<file path="src/rtl/stepper_seq_pkg.sv">
package stepper_seq_pkg;
  localparam int POS_W   = 3;
  localparam int NUM_POS = 1 << POS_W;

  typedef logic [POS_W-1:0] pos_t;

  // a/b: {winding1, winding2} of each phase
  typedef struct packed {
    logic [1:0] a;
    logic [1:0] b;
  } drive_t;

  function automatic drive_t pos_decode(input pos_t p);
    drive_t d;
    case (p)
      3'd0:    d = '{a: 2'b10, b: 2'b10};
      3'd1:    d = '{a: 2'b00, b: 2'b10};
      3'd2:    d = '{a: 2'b01, b: 2'b10};
      3'd3:    d = '{a: 2'b01, b: 2'b00};
      3'd4:    d = '{a: 2'b01, b: 2'b01};
      3'd5:    d = '{a: 2'b00, b: 2'b01};
      3'd6:    d = '{a: 2'b10, b: 2'b01};
      default: d = '{a: 2'b10, b: 2'b00};
    endcase
    return d;
  endfunction
endpackage

</file>
<file path="src/rtl/step_edge.sv">
module step_edge #(
  parameter int SYNC_STAGES = 2
) (
  input  logic clk,
  input  logic rst,
  input  logic step_in,
  input  logic dir_in,
  input  logic half_n_in,
  output logic fall,
  output logic dir_s,
  output logic half_n_s
);
  localparam int LAST = SYNC_STAGES - 1;

  // bit 2 step, bit 1 dir, bit 0 half_n; all share one delay so they stay aligned
  logic [2:0] chain [SYNC_STAGES];
  logic       step_prev;

  genvar g;
  generate
    for (g = 0; g < SYNC_STAGES; g++) begin : g_sync
      if (g == 0) begin : g_first
        always_ff @(posedge clk) begin
          if (rst) chain[0] <= '1;
          else     chain[0] <= {step_in, dir_in, half_n_in};
        end
      end else begin : g_rest
        always_ff @(posedge clk) begin
          if (rst) chain[g] <= '1;
          else     chain[g] <= chain[g-1];
        end
      end
    end
  endgenerate

  always_ff @(posedge clk) begin
    if (rst) step_prev <= 1'b1;
    else     step_prev <= chain[LAST][2];
  end

  assign fall     = step_prev & ~chain[LAST][2];
  assign dir_s    = chain[LAST][1];
  assign half_n_s = chain[LAST][0];

  // an edge is seen in one cycle only
  assert_single_edge_R1: assert property (@(posedge clk) disable iff (rst)
    fall |=> !fall);
endmodule

</file>
<file path="src/rtl/seq_position.sv">
module seq_position
  import stepper_seq_pkg::*;
(
  input  logic clk,
  input  logic rst,
  input  logic fall,
  input  logic dir_s,
  input  logic half_n_s,
  input  logic inhibit,
  output pos_t pos_q
);
  pos_t amt;
  pos_t pos_d;

  always_comb begin
    amt   = (half_n_s && !pos_q[0]) ? pos_t'(2) : pos_t'(1);
    pos_d = pos_q;
    if (fall && !inhibit) pos_d = dir_s ? pos_q + amt : pos_q - amt;
  end

  always_ff @(posedge clk) begin
    if (rst) pos_q <= '0;
    else     pos_q <= pos_d;
  end

  assert_hold_pos_R6: assert property (@(posedge clk) disable iff (rst)
    (!fall || inhibit) |=> $stable(pos_q));
  assert_moves_R1: assert property (@(posedge clk) disable iff (rst)
    (fall && !inhibit) |=> (pos_q != $past(pos_q)));
  assert_full_even_R3: assert property (@(posedge clk) disable iff (rst)
    (fall && !inhibit && half_n_s && !pos_q[0]) |=> !pos_q[0]);
  assert_full_odd_R4: assert property (@(posedge clk) disable iff (rst)
    (fall && !inhibit && half_n_s && pos_q[0]) |=> !pos_q[0]);
endmodule

</file>
<file path="src/rtl/drive_stage.sv">
module drive_stage
  import stepper_seq_pkg::*;
(
  input  logic   clk,
  input  logic   rst,
  input  logic   inhibit,
  input  pos_t   pos_q,
  output drive_t drv_q,
  output logic   zero_a,
  output logic   zero_b,
  output logic   kick_a,
  output logic   kick_b
);
  drive_t tab;
  drive_t drv_d;

  always_comb begin
    tab   = pos_decode(pos_q);
    drv_d = inhibit ? '0 : tab;
  end

  always_ff @(posedge clk) begin
    if (rst) begin
      drv_q  <= '0;
      zero_a <= 1'b0;
      zero_b <= 1'b0;
      kick_a <= 1'b0;
      kick_b <= 1'b0;
    end else begin
      drv_q  <= drv_d;
      zero_a <= (tab.a == 2'b00);
      zero_b <= (tab.b == 2'b00);
      kick_a <= (drv_d.a != drv_q.a) && (drv_d.a != 2'b00);
      kick_b <= (drv_d.b != drv_q.b) && (drv_d.b != 2'b00);
    end
  end

  assert_reset_off_R7: assert property (@(posedge clk)
    rst |=> (drv_q == '0 && !kick_a && !kick_b && !zero_a && !zero_b));
  assert_inhibit_off_R6: assert property (@(posedge clk) disable iff (rst)
    inhibit |=> (drv_q == '0));
  assert_zero_dark_R8: assert property (@(posedge clk) disable iff (rst)
    (zero_a |-> drv_q.a == 2'b00) and (zero_b |-> drv_q.b == 2'b00));
  assert_kick_on_R9: assert property (@(posedge clk) disable iff (rst)
    (kick_a |-> drv_q.a != 2'b00) and (kick_b |-> drv_q.b != 2'b00));
  assert_exclusive_R10: assert property (@(posedge clk) disable iff (rst)
    (drv_q.a != 2'b11) && (drv_q.b != 2'b11));
endmodule

</file>
<file path="src/rtl/stepper_seq.sv">
module stepper_seq
  import stepper_seq_pkg::*;
#(
  parameter int SYNC_STAGES = 2
) (
  input  logic clk,
  input  logic rst,
  input  logic step_in,
  input  logic dir_in,
  input  logic half_n_in,
  input  logic inhibit,
  output logic a_win1,
  output logic a_win2,
  output logic b_win1,
  output logic b_win2,
  output logic a_zero,
  output logic b_zero,
  output logic a_kick,
  output logic b_kick
);
  logic   fall, dir_s, half_n_s;
  pos_t   pos_q;
  drive_t drv_q;

  step_edge #(.SYNC_STAGES(SYNC_STAGES)) u_edge (
    .clk(clk), .rst(rst), .step_in(step_in), .dir_in(dir_in),
    .half_n_in(half_n_in), .fall(fall), .dir_s(dir_s), .half_n_s(half_n_s)
  );

  seq_position u_pos (
    .clk(clk), .rst(rst), .fall(fall), .dir_s(dir_s),
    .half_n_s(half_n_s), .inhibit(inhibit), .pos_q(pos_q)
  );

  drive_stage u_drive (
    .clk(clk), .rst(rst), .inhibit(inhibit), .pos_q(pos_q), .drv_q(drv_q),
    .zero_a(a_zero), .zero_b(b_zero), .kick_a(a_kick), .kick_b(b_kick)
  );

  assign {a_win1, a_win2} = drv_q.a;
  assign {b_win1, b_win2} = drv_q.b;
endmodule

</file>
<file path="config.mk">
export PLATFORM = sky130hd
export DESIGN_NAME = stepper_seq
export DESIGN_NICKNAME = d
export VERILOG_FILES = /design/src/rtl/stepper_seq_pkg.sv /design/src/rtl/step_edge.sv /design/src/rtl/seq_position.sv /design/src/rtl/drive_stage.sv /design/src/rtl/stepper_seq.sv
export SDC_FILE = /design/constraint.sdc
export NUM_CORES = 1
export LEC_CHECK = 0
export CAP_MARGIN = 20
export CORE_UTILIZATION = 43
export DETAILED_ROUTE_END_ITERATION = 16
export PLACE_DENSITY = 0.69
export SYNTH_ARGS = -nofsm -noshare
export SYNTH_HDL_FRONTEND = slang
export SYNTH_SLANG_ARGS = --single-unit
</file>
<file path="constraint.sdc">
create_clock -name clk -period 1.45 [get_ports clk]
set_input_delay 0.29 -clock clk [delete_from_list [all_inputs] [get_ports clk]]
set_output_delay 0.29 -clock clk [all_outputs]
set_load 0.01 [all_outputs]
</file>
==> results.yml <==
status:
  status: "complete, but fails checks"
  violations: "setup timing"
sta:
  setup_viol: 1
  slew_viol_final: 0
  clock_skew_ps: 0.2798
  fin_crit_sh: 1.064
  post-route-min-period_ps: 1543
  worst_pin_slew_ps: 326.6
  rsz0062_at_grt: "yes"
  max_freq_ghz: 0.6482
  hold_viol_final: 0
  hold_slack_ps: 416.2
  relSlewSlack: 0.7820
  fin_ws_ps: -92.62
power_and_ir_drop:
  power_frac_comb: 0.098
  power.total_uw: 915.9
  powerDensity_mw_per_mm2: 949.4
  pwr-share-clk: 0.337
  seqPwrFrac: 0.565
  switchingPower_uw: 199.8
  ir_drop_uv: 655.5
  p_int_uw: 716.1
  swShare: 0.2181
  p_leak_uw: 0.0004552
global_route:
  grt.total_usage: 0.1513
  grt_pass1_wl_um: 1945
  grt_pass1_vias: 477
  antenna_found_initial: 0
  grt_remaining_overflow: 0
  grt_start_max_net_pins: 11
synthesis:
  async_flop_share: 0
  synth_cell_types: 23
  synth_cells: 67
  synth_fp_nets: 75
  synth-edff-count: 0
  synthFlopType: "dfxtp_1"
  synth_area_um2: 684.4
  avgSynthCellArea_um2: 10.22
  ys_ff_latch: 18
  yosysWarnings: 0
  ys_seq_area_frac: 0.5265
placed_design:
  hpwl_um: 759.8
  port_buffers: 13
  gp_congestion: 0.7265
  dp.cells: 101
drt:
  viasPerCell: 4.766
  vias: 510
  wirelength_um: 1144
  drtIter0Drc: 9
  wire_per_inst_um: 10.69
  drt-pass1-iter-count: 4
  ant_nets: 0
  drc: 0
final_layout:
  nets: 100
  drive_gt1_frac: 0.3407
  regArea_um2: 364.1
  final_core_util: 0.6479
  fillers: 104
  multiInputGateArea_um2: 329.1
  fin_cells: 107
  antenna_cells: 0
  area_growth_pct: 40.95
clocking:
  clk_pin_slew_ps: 100
  cts_root_buf: "clkbuf_4"
  clkSinkCount: 18
  tritoncts: "built"
  clock_latency_ps: 290
  h-tree-depth: 1
  cts_buffer_depth: 2
  numCtsBuffers: 3
  hold_buffers: 0
worst_setup_path:
  start_kind: "flip-flop"
  worstSetupPathType: "reg -> reg"
  end_kind: "flip-flop"
  path_cells: "nand2b_4, ha_4, inv_2, fa_2, xor2_2, a21oi_2, a31o_1"
  required_ps: 1650
  critPathMaxFanout: 3
  crit_arrival_ps: 1740
  path_depth: 7
  slowest_delay_ps: 370
  critical_path.top_delay_family: "adder cells"
  cp.buffers_inverters: 1
  slowest_stage: "fa_2"
  reg2reg_depth: 7
floorplanning:
  row_count: 14
  die_h_um: 41.90
  initial_core_util: 0.4597
  dieArea_mm2: 0.001755
  core_area_mm2: 0.001489
  dieWidth_um: 41.90
  io-pin-count: 14
run:
  cap_violations: 0
hold_path:
  hold_path_class: "reg -> reg"
  hold_depth: 1
## final timing paths
| check | from | to | slack [ps] |
|---|---|---|---|
| worst max-delay path | u_pos.pos_q[0] | u_pos.pos_q[2] | -90 |
| worst min-delay path | u_edge.chain[0][1] | u_edge.chain[1][1] | 420 |
| worst max register to register | u_pos.pos_q[0] | u_pos.pos_q[2] | -90 |
| worst min register to register | u_edge.chain[0][1] | u_edge.chain[1][1] | 420 |
## logic make-up (layout without fill, tap and decap cells)
logic type                 count (synthesis)  in the layout  synth area share
DFF                                       18             18            0.5265
AOI/OAI and AO/OA                          5              5           0.05668
adders and majority gates                  2              2           0.04753
buffers and inverters                      5             29           0.04570
xor gates and xnor gates                   2              2           0.02560
muxes                                      3              3           0.04388
and+or+nand+nor                           32             32            0.2541
## layer usage
metal | track usage | routed length (um) | part of all wire | vias to the layer above
met2 | 0.2281 | 530 | 0.46 | 14
met3 | 0.02609 | 39 | 0.034 | 6
li1 | - | - | - | 262
met5 | 0 | 0 | 0 | -
met1 | 0.1823 | 534 | 0.47 | 228
met4 | 0.1355 | 40 | 0.035 | 0
## state kept, by name, summed over array words and instances, names as in the netlist
| name | count |
|---|---|
| u_edge.chain | 6 |
| u_drive.drv_q | 4 |
| u_pos.pos_q | 3 |
| u_drive.kick_a | 1 |
| u_drive.kick_b | 1 |
| u_drive.zero_a | 1 |
| u_drive.zero_b | 1 |
| u_edge.step_prev | 1 |
## layout make-up
class                      instances  area share
clock buffer                       4     0.03761
inverter                           2    0.007782
multi-input combinational         44      0.3411
sequential                        18      0.3774
tap                               16     0.02075
timing repair buffer              23      0.2153
## layout by cell type, fill, tap and decap left out
cell / netlist / final
or2_2: 7 / 7
xor2_2: 0 / 1
nor3b_4: 1 / 1
xnor2_1: 1 / 1
nor2b_1: 2 / 2
nand2b_4: 0 / 1
clkbuf_4: 0 / 3
nor3_1: 3 / 3
inv_1: 2 / 1
nand2_1: 4 / 4
a211oi_1: 1 / 1
clkdlybuf4s50_1: 0 / 6
clkbuf_8: 0 / 1
inv_2: 0 / 1
buf_4: 1 / 10
dfxtp_4: 0 / 1
and3_1: 2 / 2
ha_4: 0 / 1
fa_2: 0 / 1
nand2b_1: 2 / 1
mux2i_1: 3 / 3
and2_4: 0 / 1
nor2_1: 10 / 10
a21oi_2: 0 / 1
a31o_1: 1 / 1
dfxtp_1: 18 / 17
dlygate4sd2_1: 0 / 4
dlymetal6s2s_1: 0 / 3
a211oi_2: 1 / 1
a21oi_1: 2 / 1
## cells in the mapped netlist (2+ instances only)
master | number | area [um^2]
dfxtp_1 | 18 | 360.4
nor3_1 | 3 | 15.01
or2_2 | 7 | 43.79
nor2b_1 | 2 | 12.51
a21oi_1 | 2 | 10.01
nor2_1 | 10 | 37.54
and3_1 | 2 | 12.51
mux2i_1 | 3 | 30.03
nand2b_1 | 2 | 12.51
nand2_1 | 4 | 15.01
inv_1 | 2 | 7.510
## what timing repair did
action                                  4_1_cts  5_1_grt
endpoints found under the hold margin         0        0
gates resized for setup                       4        9
buffers inserted                              0        2
pin swaps                                     1        1
endpoints found under the setup margin        5        5
## metrics by stage
stage / instance area, um^2 / setup TNS (ps) / setup slack, ps
final: 964.7 / -92.62 / -92.62
after global routing: 964.7 / -193.3 / -193.3
after CTS: 915.9 / -106.6 / -106.6
after detailed placement: 884.6 / -151.3 / -98.81
after global placement: 884.6 / -70.34 / -54.50
after floorplan: 698.2 / -63.25 / -63.25
## power by group through the flow
| stage | logic (uW) | registers, uW | clock network [uW] |
|---|---|---|---|
| after detailed placement | 89.0 | 531 | 0 |
| after floorplan | 41.3 | 533 | 0 |
| after CTS | 87.1 | 519 | 313 |
| final | 89.5 | 518 | 309 |
| after global placement | 88.1 | 530 | 0 |
| after global routing | 98.3 | 520 | 331 |
(Power assumes the default switching activity.)
